--- src/rtl/mmio_dec_pkg.sv ---
package mmio_dec_pkg;

  typedef enum logic [2:0] {
    WIN_NONE = 3'd0,
    WIN_CAP  = 3'd1,
    WIN_DEV  = 3'd2,
    WIN_MBX  = 3'd3,
    WIN_MDEV = 3'd4
  } win_e;

  typedef enum logic [1:0] {
    SZ_1B = 2'd0,
    SZ_2B = 2'd1,
    SZ_4B = 2'd2,
    SZ_8B = 2'd3
  } size_e;

  // media status = 01 at [3:2], mailbox ready at [4]
  localparam logic [63:0] MDEV_STATUS_WORD = 64'h14;

  function automatic logic [7:0] size_lanes(input size_e sz);
    case (sz)
      SZ_1B:   return 8'h01;
      SZ_2B:   return 8'h03;
      SZ_4B:   return 8'h0F;
      default: return 8'hFF;
    endcase
  endfunction

endpackage

--- src/rtl/mmio_win_decode.sv ---
module mmio_win_decode
  import mmio_dec_pkg::*;
#(
  parameter int unsigned AW        = 12,
  parameter int unsigned CAP_BASE  = 0,
  parameter int unsigned CAP_LEN   = 128,
  parameter int unsigned DEV_BASE  = 128,
  parameter int unsigned DEV_LEN   = 32,
  parameter int unsigned MBX_BASE  = 256,
  parameter int unsigned MBX_LEN   = 64,
  parameter int unsigned MDEV_BASE = 512,
  parameter int unsigned MDEV_LEN  = 8,
  parameter logic [3:0]  CAP_MASK  = 4'b1111,
  parameter logic [3:0]  DEV_MASK  = 4'b1111,
  parameter logic [3:0]  MBX_MASK  = 4'b1111,
  parameter logic [3:0]  MDEV_MASK = 4'b1111
) (
  input  logic [AW-1:0] addr_i,
  input  size_e         size_i,
  output win_e          win_o,
  output logic [AW-1:0] off_o,
  output logic          misalign_o,
  output logic          legal_o
);

  localparam int unsigned NWIN = 4;
  localparam int unsigned WBASE [NWIN] = '{CAP_BASE, DEV_BASE, MBX_BASE, MDEV_BASE};
  localparam int unsigned WLEN  [NWIN] = '{CAP_LEN, DEV_LEN, MBX_LEN, MDEV_LEN};
  localparam logic [3:0]  WMASK [NWIN] = '{CAP_MASK, DEV_MASK, MBX_MASK, MDEV_MASK};

  logic [31:0]     addr32;
  logic [NWIN-1:0] hit;
  logic            width_ok;

  assign addr32 = 32'(addr_i);

  for (genvar i = 0; i < NWIN; i++) begin : g_win
    assign hit[i] = (addr32 >= WBASE[i]) && (addr32 < WBASE[i] + WLEN[i]);
  end

  // lowest-indexed hit wins if windows overlap
  always_comb begin
    win_o    = WIN_NONE;
    off_o    = '0;
    width_ok = 1'b1;
    for (int i = NWIN - 1; i >= 0; i--) begin
      if (hit[i]) begin
        win_o    = win_e'(3'(i + 1));
        off_o    = addr_i - AW'(WBASE[i]);
        width_ok = WMASK[i][size_i];
      end
    end
  end

  always_comb begin
    case (size_i)
      SZ_1B:   misalign_o = 1'b0;
      SZ_2B:   misalign_o = addr_i[0];
      SZ_4B:   misalign_o = |addr_i[1:0];
      default: misalign_o = |addr_i[2:0];
    endcase
  end

  assign legal_o = !misalign_o && width_ok;

endmodule

--- src/rtl/mmio_lane_align.sv ---
module mmio_lane_align
  import mmio_dec_pkg::*;
(
  input  logic [63:0] word_i,
  input  logic [2:0]  boff_i,
  input  size_e       size_i,
  output logic [63:0] data_o
);

  logic [63:0] shifted;
  logic [7:0]  lanes;

  assign shifted = word_i >> {boff_i, 3'b000};
  assign lanes   = size_lanes(size_i);

  for (genvar b = 0; b < 8; b++) begin : g_lane
    assign data_o[8*b +: 8] = lanes[b] ? shifted[8*b +: 8] : 8'h00;
  end

endmodule

--- src/rtl/mmio_mbox_store.sv ---
module mmio_mbox_store #(
  parameter int unsigned WORDS = 8,
  localparam int unsigned IW   = (WORDS > 1) ? $clog2(WORDS) : 1
) (
  input  logic          clk_i,
  input  logic          rst_ni,
  input  logic          we_i,
  input  logic [IW-1:0] idx_i,
  input  logic [7:0]    be_i,
  input  logic [63:0]   wdata_i,
  output logic [63:0]   rdata_o
);

  logic [WORDS-1:0][63:0] mem_q;

  always_ff @(posedge clk_i or negedge rst_ni) begin
    if (!rst_ni) begin
      mem_q <= '0;
    end else if (we_i) begin
      for (int w = 0; w < WORDS; w++) begin
        if (idx_i == IW'(w)) begin
          for (int b = 0; b < 8; b++) begin
            if (be_i[b]) mem_q[w][8*b +: 8] <= wdata_i[8*b +: 8];
          end
        end
      end
    end
  end

  assign rdata_o = mem_q[idx_i];

  p_mem_hold_r9: assert property (@(posedge clk_i) disable iff (!rst_ni)
    !we_i |=> $stable(mem_q));

endmodule

--- src/rtl/mmio_window_decoder.sv ---
module mmio_window_decoder
  import mmio_dec_pkg::*;
#(
  parameter int unsigned AW        = 12,
  parameter int unsigned CAP_BASE  = 0,
  parameter int unsigned CAP_LEN   = 128,
  parameter int unsigned DEV_BASE  = 128,
  parameter int unsigned DEV_LEN   = 32,
  parameter int unsigned MBX_BASE  = 256,
  parameter int unsigned MBX_LEN   = 64,
  parameter int unsigned MDEV_BASE = 512,
  parameter int unsigned MDEV_LEN  = 8,
  parameter logic [3:0]  CAP_MASK  = 4'b1111,
  parameter logic [3:0]  DEV_MASK  = 4'b1111,
  parameter logic [3:0]  MBX_MASK  = 4'b1111,
  parameter logic [3:0]  MDEV_MASK = 4'b1111
) (
  input  logic                 clk_i,
  input  logic                 rst_ni,
  input  logic                 req_valid_i,
  output logic                 req_ready_o,
  input  logic                 req_write_i,
  input  logic [AW-1:0]        req_addr_i,
  input  logic [1:0]           req_size_i,
  input  logic [63:0]          req_wdata_i,
  input  logic [7:0]           req_be_i,
  input  logic [CAP_LEN*8-1:0] cap_data_i,
  input  logic [DEV_LEN*8-1:0] dev_data_i,
  output logic                 rsp_valid_o,
  output logic                 rsp_err_o,
  output logic [63:0]          rsp_rdata_o
);

  localparam int unsigned CAP_WORDS = CAP_LEN / 8;
  localparam int unsigned DEV_WORDS = DEV_LEN / 8;
  localparam int unsigned MBX_WORDS = MBX_LEN / 8;
  localparam int unsigned MIW       = (MBX_WORDS > 1) ? $clog2(MBX_WORDS) : 1;

  size_e         size;
  win_e          win;
  logic [AW-1:0] off;
  logic          misalign, legal, accept, ready_q;
  logic [63:0]   cap_word, dev_word, mbx_word, sel_word, aligned_rd;
  logic [7:0]    be_sh;
  logic [63:0]   wdata_sh;
  logic          mbx_we;

  assign size   = size_e'(req_size_i);
  assign accept = req_valid_i && ready_q;

  mmio_win_decode #(
    .AW(AW),
    .CAP_BASE(CAP_BASE), .CAP_LEN(CAP_LEN),
    .DEV_BASE(DEV_BASE), .DEV_LEN(DEV_LEN),
    .MBX_BASE(MBX_BASE), .MBX_LEN(MBX_LEN),
    .MDEV_BASE(MDEV_BASE), .MDEV_LEN(MDEV_LEN),
    .CAP_MASK(CAP_MASK), .DEV_MASK(DEV_MASK),
    .MBX_MASK(MBX_MASK), .MDEV_MASK(MDEV_MASK)
  ) u_decode (
    .addr_i     (req_addr_i),
    .size_i     (size),
    .win_o      (win),
    .off_o      (off),
    .misalign_o (misalign),
    .legal_o    (legal)
  );

  // read-only windows are fetched a whole 8-byte word at a time
  always_comb begin
    cap_word = '0;
    for (int w = 0; w < CAP_WORDS; w++)
      if (off[AW-1:3] == (AW-3)'(w)) cap_word = cap_data_i[64*w +: 64];
  end

  always_comb begin
    dev_word = '0;
    for (int w = 0; w < DEV_WORDS; w++)
      if (off[AW-1:3] == (AW-3)'(w)) dev_word = dev_data_i[64*w +: 64];
  end

  assign be_sh    = 8'((req_be_i & size_lanes(size)) << off[2:0]);
  assign wdata_sh = req_wdata_i << {off[2:0], 3'b000};
  assign mbx_we   = accept && legal && req_write_i && (win == WIN_MBX);

  mmio_mbox_store #(.WORDS(MBX_WORDS)) u_mbox (
    .clk_i   (clk_i),
    .rst_ni  (rst_ni),
    .we_i    (mbx_we),
    .idx_i   (off[3 +: MIW]),
    .be_i    (be_sh),
    .wdata_i (wdata_sh),
    .rdata_o (mbx_word)
  );

  always_comb begin
    case (win)
      WIN_CAP:  sel_word = cap_word;
      WIN_DEV:  sel_word = dev_word;
      WIN_MBX:  sel_word = mbx_word;
      WIN_MDEV: sel_word = MDEV_STATUS_WORD;
      default:  sel_word = '0;
    endcase
  end

  mmio_lane_align u_align (
    .word_i (sel_word),
    .boff_i (off[2:0]),
    .size_i (size),
    .data_o (aligned_rd)
  );

  always_ff @(posedge clk_i or negedge rst_ni) begin
    if (!rst_ni) begin
      ready_q     <= 1'b0;
      rsp_valid_o <= 1'b0;
      rsp_err_o   <= 1'b0;
      rsp_rdata_o <= '0;
    end else begin
      ready_q     <= 1'b1;
      rsp_valid_o <= accept;
      rsp_err_o   <= accept && !legal;
      rsp_rdata_o <= (accept && legal && !req_write_i) ? aligned_rd : '0;
    end
  end

  assign req_ready_o = ready_q;

  p_ready_hold_r1: assert property (@(posedge clk_i) disable iff (!rst_ni)
    req_ready_o |=> req_ready_o);

  p_rsp_after_accept_r1: assert property (@(posedge clk_i) disable iff (!rst_ni)
    accept |=> rsp_valid_o);

  p_no_rsp_idle_r1: assert property (@(posedge clk_i) disable iff (!rst_ni)
    !accept |=> !rsp_valid_o);

  p_misalign_flag_r3: assert property (@(posedge clk_i) disable iff (!rst_ni)
    (accept && misalign) |=> (rsp_valid_o && rsp_err_o));

  p_err_zero_data_r4: assert property (@(posedge clk_i) disable iff (!rst_ni)
    (rsp_valid_o && rsp_err_o) |-> (rsp_rdata_o == 64'h0));

  p_mdev_word_r8: assert property (@(posedge clk_i) disable iff (!rst_ni)
    (accept && legal && !req_write_i && win == WIN_MDEV && size == SZ_8B)
      |=> (rsp_rdata_o == 64'h14));

endmodule

--- config.mk ---
export PLATFORM = sky130hd
export DESIGN_NAME = mmio_window_decoder
export DESIGN_NICKNAME = d
export VERILOG_FILES = /design/src/rtl/mmio_dec_pkg.sv /design/src/rtl/mmio_win_decode.sv /design/src/rtl/mmio_lane_align.sv /design/src/rtl/mmio_mbox_store.sv /design/src/rtl/mmio_window_decoder.sv
export SDC_FILE = /design/constraint.sdc
export NUM_CORES = 2
export LEC_CHECK = 0
export ABC_AREA = 1
export CAP_MARGIN = 20
export CORE_AREA = 2 2 554 556
export CTS_BUF_LIST = sky130_fd_sc_hd__clkbuf_4
export DETAILED_ROUTE_END_ITERATION = 7
export DIE_AREA = 0 0 556 558
export PLACE_DENSITY = 0.33
export SLEW_MARGIN = 20
export SYNTH_ARGS = -nofsm -noshare
export SYNTH_HDL_FRONTEND = slang
export SYNTH_SLANG_ARGS = --single-unit
--- constraint.sdc ---
create_clock -name clk_i -period 1.8 [get_ports clk_i]
set_input_delay 0.27 -clock clk_i [delete_from_list [all_inputs] [get_ports clk_i]]
set_output_delay 0.27 -clock clk_i [all_outputs]
set_load 0.03 [all_outputs]
# ---- Word-level counts from Yosys, hierarchy flattened
# Cells that the tools add are included.
dict set report classes {
  addsub 3
  magnitude_cmp 10
  n_eq_ne 28
  shifts 3
  n_mux 48
  n_bitwise 1
  n_reduce_logical 83
}
# cell n
set ops {}
lappend ops {{$mux 64} 22}
lappend ops {{$pmux 64 s4} 1}
lappend ops {{$bmux 64 s3} 1}
lappend ops {{$reduce_and 3->1} 64}
lappend ops {{$eq 9x4->1 const B} 8}
lappend ops {{$mux 8} 8}
lappend ops {{$shl 64x6->64} 1}
lappend ops {{$shr 64x6->64} 1}
lappend ops {{$mux 12} 4}
lappend ops {{$eq 9x3->1 const B} 4}
lappend ops {{$lt 12x8->1 const B} 2}
lappend ops {{$pmux 8 s3} 1}
lappend ops {{$eq 9x2->1 const B} 2}
lappend ops {{$eq 3x3->1 const B} 5}
lappend ops {{$eq 3x2->1 const B} 4}
lappend ops {{$ge 12x1->1 const B} 1}
lappend ops {{$ge 12x10->1 const B} 1}
lappend ops {{$ge 12x8->1 const B} 1}
lappend ops {{$ge 12x9->1 const B} 1}
lappend ops {{$lt 12x10->1 const B} 1}
lappend ops {{$lt 12x9->1 const B} 1}
lappend ops {{$mux 3} 4}
lappend ops {{$sub 12x10->12 const B} 1}
lappend ops {{$sub 12x8->12 const B} 1}
lappend ops {{19 further kinds} 36}
dict set report totals {
  reg_bits 579
  in_bits 1370
  out_inout_bits 67
  elab_cells 244
}

# ---- Logic depth before layout (Yosys ltp)
dict set report depth {
  depth_word 27
  mapped_depth 32
  mapped_depth_nobuf 31
}

# ---- Modules after synthesis
# Synthesis repeated with hierarchy kept, for this count alone.
dict set report hier_totals {
  cells_unflattened 7239
  area_unflattened_um2 43105.1
}
# module instances cells_each area_per_inst_um2
set by_module_without_submodules {}
lappend by_module_without_submodules {mmio_mbox_store 1 3337 24383.4}
lappend by_module_without_submodules {mmio_window_decoder 1 3303 15886.5}
lappend by_module_without_submodules {mmio_lane_align 1 492 2214.6}
lappend by_module_without_submodules {mmio_win_decode 1 107 620.6}

# ---- Worst setup path after synthesis
# OpenSTA, ideal clock, no wires.
dict set report synth_path {
  kind {in2reg}
  from {input port req_addr_i[9]}
  to {register rsp_rdata_o[20]}
  arrival_ns 2.836
  path_slack_ns -1.153
  stages 24
  path_cell_list {inv_1 > ha_1 > nand2_2 > nor2_2 > o21ai_1 > nand2_1 > nand3_1 > nand2_1 > nand2_1 > nand2_1 > nor2_2 > buf_6 > buf_6 > buf_4 > buf_2 > a32o_1 > a211oi_1 > nor3_1 > nor2_1 > nand3_1 > nand3_1 > nand2_1 > nor2_1 > nor2_1}
}
dict set report synth_via {
  elab_chain_len 27
  word_cells_on_any_way 76
}
# item line
set synth_lines {}
lappend synth_lines {{start: declaration} mmio_window_decoder.sv:23} ;# input logic [AW-1:0] req_addr_i,
lappend synth_lines {{$ge 12x10->1 / $lt 12x10->1 (equally long branches)} mmio_win_decode.sv:38} ;# assign hit[i] = (addr32 >= WBASE[i]) && (addr32 < WBASE[i] + WLEN[i]);
lappend synth_lines {{$logic_and 1x1->1} mmio_win_decode.sv:38}
lappend synth_lines {{$mux 12 (4 in a row)} mmio_win_decode.sv:47} ;# if (hit[i]) begin
lappend synth_lines {{$logic_not 9->1} {mmio_window_decoder.sv:72, mmio_window_decoder.sv:78}}
lappend synth_lines {{$mux 64 (16 in a row)} mmio_window_decoder.sv:72} ;# if (off[AW-1:3] == (AW-3)'(w)) cap_word = cap_data_i[64*w +: 64];
lappend synth_lines {{$pmux 64 s4} mmio_window_decoder.sv:96} ;# case (win)
lappend synth_lines {{$shr 64x6->64} mmio_lane_align.sv:13} ;# assign shifted = word_i >> {boff_i, 3'b000};
lappend synth_lines {{$mux 8} mmio_lane_align.sv:17} ;# assign data_o[8*b +: 8] = lanes[b] ? shifted[8*b +: 8] : 8'h00;
lappend synth_lines {{$mux 64 (*)} mmio_window_decoder.sv:122} ;# rsp_rdata_o <= (accept && legal && !req_write_i) ? aligned_rd : '0;
lappend synth_lines {{end signal: assignment} mmio_window_decoder.sv:122}
lappend synth_lines {{end: declaration} mmio_window_decoder.sv:31} ;# output logic [63:0] rsp_rdata_o
# Every way passes the cells marked *; elsewhere a longest branch is shown, timed or not. The select of a mux whose other input is x is not followed.
# A chain may end at the register's enable or synchronous reset.

# ---- Final worst setup path
dict set report layout_path {
  from {input port req_addr_i[9]}
  to {register rsp_rdata_o[15]}
}
# The elaborated chain is that of the path after synthesis.

==> impl_metrics.yaml <==
final_layout:
  n_fill_cell: 34000
  fin_util: 0.243
  drive_above_1_share: 0.260
  final_cell_mix: "clkdlybuf4s50_1 (1356), nand2_1 (1344), buf_4 (905)"
  fin_cells: 12300
  fin_nets: 9485
  final_common_cell: "clkdlybuf4s50_1"
  syn2layout_area_growth_pct: 90.7
  seq_area_um2: 14500
  final_area_um2: 74100
  multi_input_area_um2: 24700
global_route:
  grt_max_degree: 85
  grt_pass1_wl_um: 531000
  grt_overflow: 0
  grt_usage: 0.258
  first_global_vias: 54400
  grt_antenna_before_repair: 208
floorplanning:
  fp.dieArea_um2: 310000
  placementRows: 203
  die_w_um: 556
  core_um2: 305000
  ios: 1437
  dieHeight_um: 558
  start_util: 0.128
cts:
  clock_latency_ns: 1.20
  cts_tree: "done"
  clk_path_buf_depth: 3
  h-tree-depth: 4
  clock-root-buffer: "clkbuf_4"
  cts_sinks: 579
  cts_inserted_buffers: 168
  clk_pin_slew_worst_paths_ns: 0.06
detailed_routing:
  drtIter0Drc: 5182
  vias_per_cell: 4.44
  ant_nets: 0
  drt_pass1_iterations: 6
  wl_um: 417000
  wl_per_cell_um: 33.9
  drc: 0
  vias: 54700
power:
  power_density_nw_per_um2: 540
  power.total_mw: 40.0
  p_leak_nw: 32.2
  peakVddDrop_mv: 0.331
worst_setup_path:
  cp_common_cell: "buf_6"
  cp.required_ns: 2.82
  slowest_delay_ns: 0.33
  crit_path_top_delay_cell: "a21oi_4"
  worstPathArrival_ns: 4.67
  path_max_fanout: 9
  cp-end-kind: "flop"
  path_class: "in -> reg"
  crit_path_start_kind: "input pin"
timing:
  layout_min_cycle_time_ns: 3.65
  fin_skew_ns: 0.127
  finalSetupTns_ns: -478.66
  finalHoldViolations: 0
  max_freq_ghz: 0.274
  slew_headroom: 0.473
  worst_pin_slew_ns: 0.790
  finalMaxSlewViolations: 0
  setup_viol_count_final: 643
  rsz0062_at_grt: "true"
  holdWs_ns: 0.0848
  worst_slack_ns: -1.85
  fin_crit_sh: 2.03
placement:
  port_buffers: 1436
  dp_hpwl_um: 353000
  dp_slack_ns: -4.72
  dp_cells: 11900
  place_area_um2: 67300
  gp_congestion: 0.972
synthesis:
  synth_seq_area_share: 0.373
  synth_fp_nets: 7120
  ys_seq_elements: 579
  yosysTopAreaCell: "dfrtp_1"
  ys_types: 51
  post_synth.cell_area_avg_um2: 6.77
  syn_inst: 5741
  synthArstFlopShare: 1.00
  synth_edf_count: 0
  synth-main-ff-cell: "dfrtp_1"
  netlist.area_leader.share: 0.373
  ys.warnings.count: 0
  ys_top_cells_by_area: "dfrtp_1 (37%), nand2_1 (14%), o21ai_0 (8.5%), nand3_1 (7.4%), nor2_1 (5.9%)"
  syn_area_um2: 38900
run:
  cap_violations: 0
min_path:
  hold_class: "in -> reg"
status:
  violations: "setup timing"
  status: "finished with violations"
-- flip-flops by register name, indices dropped and copies added, names as in the netlist --
signal	count
u_mbox.mem_q	512
rsp_err_o	1
rsp_valid_o	1
req_ready_o	1
rsp_rdata_o	64
-- Yosys cell counts (5+ instances only) --
cell type,count
nor2_1,615
or2_0,37
buf_6,11
buf_1,29
nor3_1,136
a31oi_1,16
inv_2,17
or2_2,35
o21ai_0,662
buf_2,124
o21ai_1,48
nand2_2,6
inv_1,293
ha_1,9
o21a_1,111
clkbuf_1,227
nand2_4,5
nand4_1,141
nand3_1,575
a211oi_1,66
nand2_1,1488
dfrtp_1,579
a21oi_1,89
o211ai_1,5
o22ai_1,270
buf_4,15
or2_1,14
a32o_1,63
nor2_4,12
nor2_2,9
-- repair_timing --
action | CTS | global route
pin swaps | 192 | 192
setup buffers | 35 | 20
gates cloned | 11 | 3
hold buffers | 17 | 0
hold endpoints to repair | 602 | 0
setup endpoints to repair | 643 | 643
resized for setup | 603 | 288
-- final timing paths --
check | from | to | slack (ns) | cells past startpoint
worst min-delay path | cap_data_i[893] | rsp_rdata_o[45]$_DFF_PN0_ | 0.08 | 7
worst max-delay path | req_addr_i[9] | rsp_rdata_o[15]$_DFF_PN0_ | -1.85 | 30
worst max register to register | req_ready_o$_DFF_PN0_ | u_mbox.mem_q[424]$_DFFE_PN0P_ | -0.70 | 11
max in group asynchronous | rst_ni | u_mbox.mem_q[414]$_DFFE_PN0P_ | 0.67 | 5
worst min register to register | u_mbox.mem_q[259]$_DFFE_PN0P_ | u_mbox.mem_q[259]$_DFFE_PN0P_ | 0.48 | 2
min in group asynchronous | rst_ni | u_mbox.mem_q[112]$_DFFE_PN0P_ | 0.16 | 4
-- logic make-up (layout without fill, tap and decap cells) --
family                   after synthesis  in the layout  synth area share
AO/OA/AOI/OAI                       1340           1340             0.203
XOR/XNOR                               3              3          0.000676
AND/OR/NAND/NOR                     3086           3086             0.343
buffers and inverters                721           3217            0.0774
adder cells (fa/ha/maj)                9              9           0.00290
flip-flops                           579            579             0.373
multiplexers                           2              2          0.000515
other                                  1             88         0.0000965
-- layer usage --
layer / global-route usage / vias up / share of wire
li1: - / 24500 / -
met1: 0.310 / 27000 / 0.40
met2: 0.434 / 2514 / 0.48
met3: 0.0599 / 613 / 0.072
met4: 0.119 / 58 / 0.048
met5: 0 / - / 0.00086
-- report_power, final --
part | switching [mW] | internal (mW)
registers | 0.0542 | 13.1
clock network | 6.50 | 6.61
logic | 7.40 | 6.35
-- worst max-delay path, delay by kind of cell --
kind                       cells  cell delay, ns
and+or+nand+nor               18            2.20
buffers and inverters          9            1.43
AOI/OAI and AO/OA              2            0.56
adders and majority gates      1            0.16
-- area by class of cell --
cell class | count | area share
Timing Repair Buffer | 2602 | 0.355
Multi-Input combinational cell | 4441 | 0.333
Sequential cell | 579 | 0.196
Tap cell | 3997 | 0.0675
Clock buffer | 248 | 0.0251
Inverter | 314 | 0.0167
Clock inverter | 53 | 0.00392
Antenna cell | 87 | 0.00294
(Power assumes the default switching activity.)
